File: src/rtl/gseq_pkg.sv
package gseq_pkg;

   localparam int CODE_W = 3;
   localparam int STEPS  = 8;

   typedef logic [CODE_W-1:0] code_t;

   typedef enum int {
      STYLE_CODE  = 0,
      STYLE_INDEX = 1
   } style_e;

   // code held at a given position of the cycle
   function automatic code_t code_at(input logic [CODE_W-1:0] idx);
      code_t c;
      case (idx)
         3'd0:    c = 3'b000;
         3'd1:    c = 3'b010;
         3'd2:    c = 3'b011;
         3'd3:    c = 3'b001;
         3'd4:    c = 3'b101;
         3'd5:    c = 3'b111;
         3'd6:    c = 3'b110;
         default: c = 3'b100;
      endcase
      return c;
   endfunction

   // successor of a code, written directly on code values
   function automatic code_t code_after(input code_t cur);
      code_t n;
      case (cur)
         3'b000:  n = 3'b010;
         3'b010:  n = 3'b011;
         3'b011:  n = 3'b001;
         3'b001:  n = 3'b101;
         3'b101:  n = 3'b111;
         3'b111:  n = 3'b110;
         3'b110:  n = 3'b100;
         default: n = 3'b000;
      endcase
      return n;
   endfunction

endpackage

File: src/rtl/gseq_reg.sv
module gseq_reg #(
   parameter int                 WIDTH     = 3,
   parameter logic [WIDTH-1:0]   RST_VALUE = '0
) (
   input  logic             clk,
   input  logic             rst,
   input  logic [WIDTH-1:0] d,
   output logic [WIDTH-1:0] q
);

   initial begin
      if (WIDTH < 1) $error("gseq_reg: WIDTH must be positive");
   end

   always_ff @(posedge clk) begin
      if (rst) q <= RST_VALUE;
      else     q <= d;
   end

endmodule

File: src/rtl/gseq_advance.sv
module gseq_advance
   import gseq_pkg::*;
#(
   parameter int STATE_STYLE = 0,
   parameter int ST_W        = CODE_W
) (
   input  logic            step_en,
   input  logic [ST_W-1:0] cur_state,
   output logic [ST_W-1:0] nxt_state,
   output code_t           nxt_code
);

   localparam int LAST_IDX = STEPS - 1;

   initial begin
      if (STATE_STYLE != STYLE_CODE && STATE_STYLE != STYLE_INDEX)
         $error("gseq_advance: STATE_STYLE must be 0 or 1");
      if (ST_W != CODE_W)
         $error("gseq_advance: state width must equal code width");
   end

   generate
      if (STATE_STYLE == STYLE_CODE) begin : g_code_state
         always_comb begin
            nxt_state = step_en ? code_after(cur_state) : cur_state;
            nxt_code  = nxt_state;
         end
      end else begin : g_index_state
         always_comb begin
            if (!step_en)
               nxt_state = cur_state;
            else if (cur_state == ST_W'(LAST_IDX))
               nxt_state = '0;
            else
               nxt_state = cur_state + 1'b1;
            nxt_code = code_at(nxt_state);
         end
      end
   endgenerate

endmodule

File: src/rtl/gray8_stepper.sv
module gray8_stepper
   import gseq_pkg::*;
#(
   parameter int STATE_STYLE = 0
) (
   input  logic clk,
   input  logic rst,
   input  logic step_en,
   output logic code_hi,
   output logic code_mid,
   output logic code_lo
);

   localparam int ST_W = CODE_W;

   initial begin
      if (STEPS != 8) $error("gray8_stepper: cycle length must be 8");
      if (STATE_STYLE != STYLE_CODE && STATE_STYLE != STYLE_INDEX)
         $error("gray8_stepper: unsupported STATE_STYLE");
   end

   logic [ST_W-1:0] state_q;
   logic [ST_W-1:0] state_d;
   code_t           code_d;
   code_t           code_q;

   gseq_advance #(
      .STATE_STYLE (STATE_STYLE),
      .ST_W        (ST_W)
   ) u_adv (
      .step_en   (step_en),
      .cur_state (state_q),
      .nxt_state (state_d),
      .nxt_code  (code_d)
   );

   gseq_reg #(.WIDTH(ST_W), .RST_VALUE('0)) u_state (
      .clk (clk),
      .rst (rst),
      .d   (state_d),
      .q   (state_q)
   );

   generate
      if (STATE_STYLE == STYLE_CODE) begin : g_out_direct
         assign code_q = state_q;
      end else begin : g_out_reg
         gseq_reg #(.WIDTH(CODE_W), .RST_VALUE(3'b000)) u_out (
            .clk (clk),
            .rst (rst),
            .d   (code_d),
            .q   (code_q)
         );
      end
   endgenerate

   assign {code_hi, code_mid, code_lo} = code_q;

   AST_RESET_ZERO: assert property (@(posedge clk) rst |=> code_q == 3'b000);

   AST_ORDER_STEP: assert property (@(posedge clk) disable iff (rst)
      (step_en && !$past(rst)) |=> code_q == code_after($past(code_q)));

   AST_ONE_BIT: assert property (@(posedge clk) disable iff (rst)
      (!$past(rst) && code_q != $past(code_q)) |-> $countones(code_q ^ $past(code_q)) == 1);

   AST_HOLD_IDLE: assert property (@(posedge clk) disable iff (rst)
      !step_en |=> $stable(code_q));

   AST_WRAP_ZERO: assert property (@(posedge clk) disable iff (rst)
      (step_en && code_q == 3'b100) |=> code_q == 3'b000);

endmodule

File: config.mk
export PLATFORM = sky130hd
export DESIGN_NAME = gray8_stepper
export DESIGN_NICKNAME = d
export VERILOG_FILES = /design/src/rtl/gseq_pkg.sv /design/src/rtl/gseq_reg.sv /design/src/rtl/gseq_advance.sv /design/src/rtl/gray8_stepper.sv
export SDC_FILE = /design/constraint.sdc
export NUM_CORES = 1
export LEC_CHECK = 0
export ABC_CLOCK_PERIOD_IN_PS = 1450
export BUFFER_PORTS_ARGS = -buffer_cell sky130_fd_sc_hd__buf_2
export CORE_AREA = 5 5 42 44
export CTS_CLUSTER_SIZE = 28
export DETAILED_ROUTE_END_ITERATION = 7
export DIE_AREA = 0 0 47 49
export GPL_TIMING_DRIVEN = 0
export PLACE_DENSITY = 0.3
export SYNTH_ARGS = -nofsm -noshare
export SYNTH_HDL_FRONTEND = slang
export SYNTH_SLANG_ARGS = --single-unit
File: constraint.sdc
create_clock -name clk -period 1.45 [get_ports clk]
set_clock_uncertainty 0.15 [all_clocks]
set_input_delay 0.145 -clock clk [delete_from_list [all_inputs] [get_ports clk]]
set_output_delay 0.145 -clock clk [all_outputs]
set_load 0.05 [all_outputs]
==> results by group, run 1 <==
Worst setup path
  – Setup CP Type: reg -> out
  – CP startpoint kind: register
  – Kind of end point of the critical path: output port
  – WP data arrival: 0.92 ns
  – Slowest stage delay, CP: 0.39 ns
  – CP Cell Sequence: buf_2
  – Data required time of the critical path: 1.15 ns
  – Top delay family on crit path: flip-flops
  – Crit path buffers/inverters: 1
  – Crit-path max FO: 4
  – Critical-path top delay cell: dfxtp_1

Yosys
  – Number of distinct library cells after synthesis: 7
  – Yosys warns: 0
  – Syn_area_per_cell: 10.58 sq um
  – Largest area contributor in the netlist: dfxtp_1
  – Mapped Cells: 11
  – Main area contributors after synthesis: dfxtp_1 52%, mux2i_1 17%, a311oi_1 7.5%
  – Fraction of post-synthesis cell area in the top cell type by area: 51.61%
  – Synthesized flop and latch total: 3
  – Net Count, Synth: 14
  – Sequential fraction of the synthesis area: 51.61%
  – Mapped Area: 116.4 sq um

Cells and area
  – Layout Nets: 25
  – Sequential cell area: 60.06 sq um
  – Diode count: 0
  – FILL cells: 168
  – Share of cells above drive strength 1: 38.10%
  – Post-route cell area: 197.7 sq um
  – Syn-to-layout area delta: 69.89%
  – Area of the multi-input gates: 56.30 sq um
  – Commonest non-fill, non-tap cell in the layout: buf_2
  – Most frequent cells in the layout: 5 x buf_2, 3 x dfxtp_1, 3 x clkbuf_4

Clock network
  – H-tree depth: 1
  – Post-CTS setup buffers: 0
  – Post-CTS resize count: 0
  – Cts bufs inserted: 3
  – Worst skew pair latency: 0.24 ns
  – CTS tree: built
  – Clock sink count: 3
  – CTS root buffer: clkbuf_4
  – Clock Tree Buf Depth: 2
  – Post-CTS Hold Fix Bufs: 1
  – CTS clock-pin slew for the worst setup and hold paths: 0.04 ns

Power and ir drop
  – Sw frac: 28.77%
  – Worst VDD drop: 0.0003273 V
  – Pwr/cell area: 1477 nW/um^2
  – Comb pwr share: 15.8%
  – Pint: 0.0002079 W
  – Reg power frac: 32.7%
  – Leak Pwr: 0.08928 nW
  – Clock power share: 51.6%
  – Sw power: 0.00008398 W

Timing
  – Setup TNS: 0 ns
  – Max Fclk: 825.6 MHz
  – Worst slew pin tran: 0.2510 ns
  – Fin. max-slew vios: 0
  – Fin crit period: 1.211 ns
  – Crit path setup slack, layout: 0.2388 ns
  – Worst relative slew slack: 83.38%
  – Final Hold Viols: 0
  – Final period util: 83.53%
  – RSZ-0062 raised after global routing: no
  – Setup-failing EPs final: 0

Route
  – Top sig layer: met3
  – Routed wire length on met3: 50 microns
  – WL/cell: 8.784 microns
  – Wl on met1: 150 microns
  – Via-to-Cell Ratio: 3.027
  – Total routed wirelength: 325 microns
  – DRT Pass-1 Iters: 2
  – Wire length on met2: 124 microns
  – DRT iter0 DRCs: 3
  – Via count: 112
  – Routed Antenna Nets: 0
  – # DRC: 0

Floorplanning
  – Core area: 1401 sq um
  – Die Span Y: 49 microns
  – Std cell rows: 14
  – Chip Width: 47 microns
  – Die area: 2303 sq um
  – Ports: 6
  – Starting Density: 8.304%

Placed design
  – Placed Area: 161.4 sq um
  – Detailed-placement wirelength estimate: 237 microns
  – Setup WS pre-CTS: 0.4259 ns
  – PortBufs: 5
  – GP Congestion: 0.6260

Run status
  – Status: complete, no violations

Global route
  – Largest net degree at the start of global routing: 6
  – GRT Util Overall: 3.868%
  – Vias in the first global route: 122
  – First-pass GRT wire length: 531 microns
  – GRT Residual Overflow: 0
  – Antenna violations before repair: 0

Flow run
  – Max-cap violations: 0

Hold path
  – HP Class: in -> reg
[stage by stage]
step                std cells  util (%)  power (W)  hold WS (ns)
floorplan                  11         -  0.0001274       0.06738
global placement           32     11.52  0.0001390        0.1900
detailed placement         32     11.52  0.0001412        0.1972
CTS                        37     14.11  0.0003018       0.01441
global route               37     14.11  0.0003143       0.02062
finish                     37     14.11  0.0002919       0.01787
[synth_stat cells]
library cell	count
dfxtp_1	3
mux2i_1	2
nor2_1	2
a21oi_1	1
a311oi_1	1
nand2b_1	1
xnor2_1	1
[per-layer routing]
layer	up-vias	global-route usage, %
li1	59	-
met3	0	3.321
met4	0	4.147
met2	8	4.072
met5	-	0
met1	45	4.158
[worst paths after layout]
| kind | end | cells past startpoint | slack, ns | start |
|---|---|---|---|---|
| max reg2reg | u_state.q[2] | 3 | 0.43 | u_state.q[1] |
| min reg2reg | register | 1 | 0.37 | u_state.q[1] |
| max | code_lo | 1 | 0.24 | register |
| min | register | 2 | 0.02 | step_en |
[final cells by class]
type | count | area share, %
well taps | 16 | 10.13
multi-input cells | 8 | 28.48
clock buffers | 4 | 13.29
flip-flops and latches | 3 | 30.38
repair buffers | 6 | 17.72
[power groups by stage]
stage	logic, W	registers [W]	clock network [W]
global route	0.0000490	0.0000966	0.000169
global placement	0.0000433	0.0000957	0
CTS	0.0000468	0.0000955	0.000160
detailed placement	0.0000445	0.0000967	0
floorplan	0.0000123	0.000115	0
finish	0.0000460	0.0000954	0.000150
[cells by family after synthesis]
family / count (synthesis) / synth area share [%]
AO/OA/AOI/OAI: 2 / 11.83
multiplexers: 2 / 17.20
AND/OR/NAND/NOR: 3 / 11.83
XOR/XNOR: 1 / 7.528
flip-flops: 3 / 51.61
(Power assumes the default switching activity.)
==> run 2, diff against run 1 <==
ABC_AREA = 1   (was default)
ABC_CLOCK_PERIOD_IN_PS = 1100   (was 1450)
clock period = 1.1 ns   (was 1.45 ns; I/O delays follow)
==> results by group, run 2 <==
Worst setup path
  – Top delay family on crit path: flip-flops
  – CP Launch Point: u_state.q[1]
  – Kind of end point of the critical path: output port
  – CP startpoint kind: register
  – R2r worst-path depth: 3 (unchanged)
  – Setup CP Type: reg -> out
  – WP data arrival: 0.79 ns (-0.13 ns)
  – Crit-path max FO: 5 (+1)
  – Crit path buffers/inverters: 1 (unchanged)
  – FF-to-FF setup slack: 0.25 ns (-0.18 ns)
  – R2R Path Start: u_state.q[1]
  – WP depth: 1 (unchanged)
  – Slowest stage delay, CP: 0.35 ns (-0.04 ns)
  – Critical-path top delay cell: dfxtp_2
  – Crit path to: code_mid
  – Data required time of the critical path: 0.84 ns (-0.31 ns)
  – Critical R2R Capture: u_state.q[2]
  – CP Cell Sequence: buf_4

Route
  – Total routed wirelength: 339 microns (+4.3%)
  – Via-to-Cell Ratio: 3.298 (+8.9%)
  – WL/cell: 7.213 microns (-18%)
  – DRT Pass-1 Iters: 1 (-1)
  – Via count: 155 (+38%)
  – DRT iter0 DRCs: 0 (-3)
  – # DRC: 0 (unchanged)
  – Routed Antenna Nets: 0 (unchanged)

Timing
  – Worst slew pin tran: 0.1272 ns (-0.1238 ns)
  – Setup-failing EPs final: 0 (unchanged)
  – RSZ-0062 raised after global routing: no
  – Fin. max-slew vios: 0 (unchanged)
  – Max Fclk: 950.3 MHz
  – Final period util: 95.67%
  – Setup TNS: 0 ns (unchanged)
  – Worst relative slew slack: 91.43% (+8.0 points)
  – Fin crit period: 1.052 ns
  – Final Hold Viols: 0 (unchanged)

Yosys
  – Yosys warns: 0 (unchanged)
  – Mapped Area: 131.4 sq um (+13%)
  – Number of synthesized flops with an enable pin: 0 (unchanged)
  – Synth async-reset ratio: 0% (unchanged)
  – Syn_area_per_cell: 6.569 sq um (-38%)
  – Largest area contributor in the netlist: dfxtp_1
  – Post-synth top cells: 5 x nand2_1, 4 x inv_1, 3 x a21oi_1, 3 x dfxtp_1
  – Number of distinct library cells after synthesis: 7 (unchanged)
  – Mapped Cells: 20 (+9)
  – Dominant synthesized flop cell: dfxtp_1
  – Sequential fraction of the synthesis area: 45.71% (-5.9 points)
  – Main area contributors after synthesis: dfxtp_1 46%, nand2_1 14%, a21oi_1 11%
  – Synthesized flop and latch total: 3 (unchanged)
  – Fraction of post-synthesis cell area in the top cell type by area: 45.71% (-5.9 points)
  – Most common cell in the netlist: nand2_1
  – Net Count, Synth: 23 (+9)

Global route
  – Vias in the first global route: 173 (+42%)
  – GRT Util Overall: 4.008% (+0.14 points)
  – GRT Residual Overflow: 0 (unchanged)
  – First-pass GRT wire length: 586 microns (+10%)
  – Global Route met2 Usage: 6.335% (+2.3 points)
  – Largest net degree at the start of global routing: 7 (+1)
  – GR Layer Usage met3: 1.476% (-1.8 points)
  – Top Usage Layer GRT: met4
  – Antenna violations before repair: 0 (unchanged)
  – Met1 Use GR: 2.188% (-2.0 points)

Cells and area
  – Commonest non-fill, non-tap cell in the layout: nand2_1
  – Post-route cell area: 234.0 sq um (+18%)
  – Sequential cell area: 63.81 sq um (+6.2%)
  – Layout Nets: 35 (+40%)
  – Area of the multi-input gates: 56.30 sq um (unchanged)
  – FILL cells: 165 (-1.8%)
  – Diode count: 0 (unchanged)
  – Share of cells above drive strength 1: 38.71% (+0.61 points)
  – Syn-to-layout area delta: 78.09%
  – Post-Layout Cell Count: 47 (+27%)

Clock network
  – CTS clock-pin slew for the worst setup and hold paths: 0.04 ns (about the same)
  – CTS root buffer: clkbuf_4
  – Clock Tree Buf Depth: 2 (unchanged)
  – CTS tree: built
  – Post-CTS setup buffers: 0 (unchanged)
  – Cts bufs inserted: 3 (unchanged)
  – Worst skew pair latency: 0.23 ns (about the same)
  – H-tree depth: 1 (unchanged)
  – Clock sink count: 3 (unchanged)

Placed design
  – PortBufs: 5 (unchanged)
  – Placed Area: 180.2 sq um (+12%)
  – GP Congestion: 0.7269 (+16%)
  – Placed Instances: 41 (+28%)
  – Detailed-placement wirelength estimate: 263.8 microns (+11%)

Hold path
  – HP Class: reg -> reg

Floorplanning
  – Die area: 2303 sq um (unchanged)
  – Core area: 1401 sq um (unchanged)
  – Starting Density: 9.375% (+1.1 points)
  – Chip Width: 47 microns (unchanged)
  – Std cell rows: 14 (unchanged)
  – Ports: 6 (unchanged)
  – Die Span Y: 49 microns (unchanged)

Power and ir drop
  – Leak Pwr: 0.1103 nW (+24%)
  – Worst VDD drop: 0.0003777 V (+15%)
  – Pwr/cell area: 1738 nW/um^2 (+18%)

Run status
  – Status: complete, no violations

Flow run
  – Max-cap violations: 0 (unchanged)
==> run 2: cell count changes after synthesis <==
cell      change
nand3_1       +2
o21ai_0       +1
a311oi_1      -1
nand2_1       +5
a21oi_1       +2
inv_1         +4
xnor2_1       -1
nand2b_1      -1
mux2i_1       -2
==> run 2: logic make-up (layout without fill, tap and decap cells) <==
family / count (synthesis) / in the layout / synth area share [%]
AOI/OAI and AO/OA: 4 / 4 / 15.23
buffers and inverters: 4 / 15 / 11.43
DFF: 3 / 3 / 45.72
and+or+nand+nor: 9 / 9 / 27.62
==> run 2: final cells by class <==
class | count | share of cell area (%)
Tap cell | 16 | 8.556
Multi-Input combinational cell | 13 | 24.06
Clock buffer | 4 | 11.23
Sequential cell | 3 | 27.27
Inverter | 4 | 6.417
Timing Repair Buffer | 7 | 22.46
==> run 2: power breakdown <==
group | leakage (nW) | total (W) | internal, W | switching [W]
combinational | 0.0696 | 0.0000812 | 0.0000292 | 0.0000520
sequential | 0.0258 | 0.000131 | 0.000120 | 0.0000102
clock | 0.0150 | 0.000195 | 0.000136 | 0.0000587
total | 0.110 | 0.000407 | 0.000286 | 0.000121
==> run 2: worst min-delay path by stage <==
stage / endpoint / start / depth (start not counted)
floorplan: u_state.q[1] / step_en / 1
global placement: u_state.q[1] / step_en / 2
detailed placement: u_state.q[1] / step_en / 2
CTS: register / register / 2
global route: register / register / 2
finish: register / register / 2
==> run 2: what timing repair did <==
item,4_1_cts,5_1_grt
setup endpoints to repair,3,1
gates resized for setup,3,1
endpoints found under the hold margin,3,0
hold buffers,2,0
pin swaps,0,0
==> run 2: through the flow <==
step | total power [W] | worst slack [ns] | hold slack, ns | utilization, %
2_1_floorplan | 0.0001832 | 0.08232 | 0.04599 | -
3_3_place_gp | 0.0002027 | 0.2333 | 0.2144 | 12.86
3_5_place_dp | 0.0002034 | 0.2314 | 0.2162 | 12.86
4_1_cts | 0.0004186 | 0.03443 | 0.3773 | 16.70
5_1_grt | 0.0004313 | 0.009412 | 0.4085 | 16.70
6_report | 0.0004066 | 0.04765 | 0.3663 | 16.70
==> run 2: metal layers <==
metal  vias up  part of all wire [%]
li1         84                     -
met1        69                    31
met2         2                    64
met3         0                   5.0
met4         0                     0
met5         -                     0
==> run 3, diff against run 2 <==
ABC_AREA = 0   (was 1)
SETUP_SLACK_MARGIN = 0.02   (was default)
==> results by group, run 3 (synthesis results as in run 1) <==
Run status
  – Status: complete, no violations

Clock network
  – Clock sink count: 3 (unchanged)
  – Clock Tree Buf Depth: 2 (unchanged)
  – Worst skew pair latency: 0.23 ns (about the same)
  – CTS clock-pin slew for the worst setup and hold paths: 0.04 ns (about the same)
  – CTS tree: built
  – H-tree depth: 1 (unchanged)
  – CTS root buffer: clkbuf_4
  – Cts bufs inserted: 3 (unchanged)

Global route
  – GRT Residual Overflow: 0 (unchanged)
  – Largest net degree at the start of global routing: 6 (-1)
  – GRT Util Overall: 2.954% (-1.1 points)
  – Vias in the first global route: 102 (-41%)
  – Antenna violations before repair: 0 (unchanged)
  – First-pass GRT wire length: 365 microns (-38%)

Route
  – Via-to-Cell Ratio: 3.237 (-1.9%)
  – # DRC: 0 (unchanged)
  – Via count: 123 (-21%)
  – Total routed wirelength: 285 microns (-16%)
  – DRT iter0 DRCs: 0 (unchanged)
  – DRT Pass-1 Iters: 1 (unchanged)
  – WL/cell: 7.500 microns (+4.0%)
  – Routed Antenna Nets: 0 (unchanged)

Worst setup path
  – Data required time of the critical path: 1.08 ns (+0.24 ns)
  – CP startpoint kind: input pin
  – R2R Path Start: u_state.q[1]
  – Critical R2R Capture: u_state.q[2]
  – FF-to-FF setup slack: 0.14 ns (-0.11 ns)
  – Setup CP Type: in -> reg
  – Crit-path max FO: 4 (-1)
  – R2r worst-path depth: 3 (unchanged)
  – Kind of end point of the critical path: register
  – CP Launch Point: step_en
  – WP data arrival: 1.06 ns (+0.27 ns)

Cells and area
  – Layout Nets: 26 (-26%)
  – Share of cells above drive strength 1: 50.00% (+11 points)
  – Most frequent cells in the layout: 3 x dfxtp_2, 3 x clkbuf_4, 3 x buf_4
  – Syn-to-layout area delta: 88.17%
  – Diode count: 0 (unchanged)
  – Core Util, Final: 15.63% (-1.1 points)

Floorplanning
  – Std cell rows: 14 (unchanged)
  – Core area: 1401 sq um (unchanged)
  – Chip Width: 47 microns (unchanged)
  – Ports: 6 (unchanged)
  – Starting Density: 8.304% (-1.1 points)
  – Die area: 2303 sq um (unchanged)
  – Die Span Y: 49 microns (unchanged)

Power and ir drop
  – Leak Pwr: 0.09503 nW (-14%)
  – Pwr/cell area: 1754 nW/um^2 (+0.93%)
  – Worst VDD drop: 0.0002739 V (-27%)
  – Power after layout: 0.0003840 W (-5.5%)

Placed design
  – Setup WS pre-CTS: 0.1523 ns (-0.07917 ns)
  – PortBufs: 5 (unchanged)
  – GP Congestion: 0.6704 (-7.8%)

Flow run
  – Max-cap violations: 0 (unchanged)

Timing
  – Fin crit period: 1.086 ns (+0.03327 ns)
  – Hold Slack: 0.03664 ns (-0.3296 ns)
  – Max Fclk: 921.1 MHz (-3.1%)
  – RSZ-0062 raised after global routing: no
  – Final period util: 98.69% (+3.0 points)
  – Worst slew pin tran: 0.2218 ns (+0.09464 ns)
  – Final Hold Viols: 0 (unchanged)
  – Worst relative slew slack: 85.11% (-6.3 points)
  – Setup-failing EPs final: 0 (unchanged)
  – Fin. max-slew vios: 0 (unchanged)
  – Crit path setup slack, layout: 0.01439 ns (-0.03327 ns)

Hold path
  – HP Class: in -> reg
==> run 3: final cells by class <==
| class | instances | area [sq um] |
|---|---|---|
| fill | 167 | 1182 |
| sequential | 3 | 63.81 |
| multi-input combinational | 8 | 56.30 |
| timing repair buffer | 7 | 52.55 |
| clock buffer | 4 | 26.28 |
| tap | 16 | 20.02 |
==> run 3: worst min-delay path by stage <==
stage          slack, ns  cells after the start           end     from
4_1_cts            -0.02                      2      register  step_en
3_5_place_dp        0.16                      2  u_state.q[2]      rst
3_3_place_gp        0.16                      2  u_state.q[1]      rst
2_1_floorplan       0.02                      1  u_state.q[1]      rst
6_report            0.04                      3  u_state.q[1]  step_en
5_1_grt             0.06                      3  u_state.q[1]  step_en
==> run 3: repair_timing <==
item / CTS / global route
buffers inserted: 0 / 0
hold buffers: 1 / 1
resized for setup: 3 / 0
endpoints found under the setup margin: 3 / 0
hold endpoints to repair: 3 / 1
==> run 3: critical path: stages <==
cell and delay [ns]:
buf_2 0.12, dlygate4sd3_1 0.56, a311oi_1 0.27
==> run 3: layer usage <==
layer | vias to the layer above | global-route usage (%) | part of all wire, %
li1 | 62 | - | -
met1 | 55 | 2.188 | 43
met2 | 6 | 2.489 | 36
met3 | 0 | 4.428 | 21
met4 | 0 | 4.147 | 0
met5 | - | 0 | 0
==> run 3: metrics by stage <==
stage                      TNS, ns  instance area [sq um]  cells
final                            0                  219.0     38
after global routing             0                  219.0     38
after CTS                        0                  209.0     37
after detailed placement         0                  165.2     32
after global placement           0                  165.2     32
after floorplan           -0.02925                  120.1     11
==> run 3: where the power goes <==
part           leakage [nW]  internal (W)  total (W)  switching (W)
logic                0.0543     0.0000276  0.0000672      0.0000396
registers            0.0258      0.000119   0.000127     0.00000871
clock network        0.0150      0.000136   0.000189      0.0000537
total                0.0950      0.000282   0.000384       0.000102
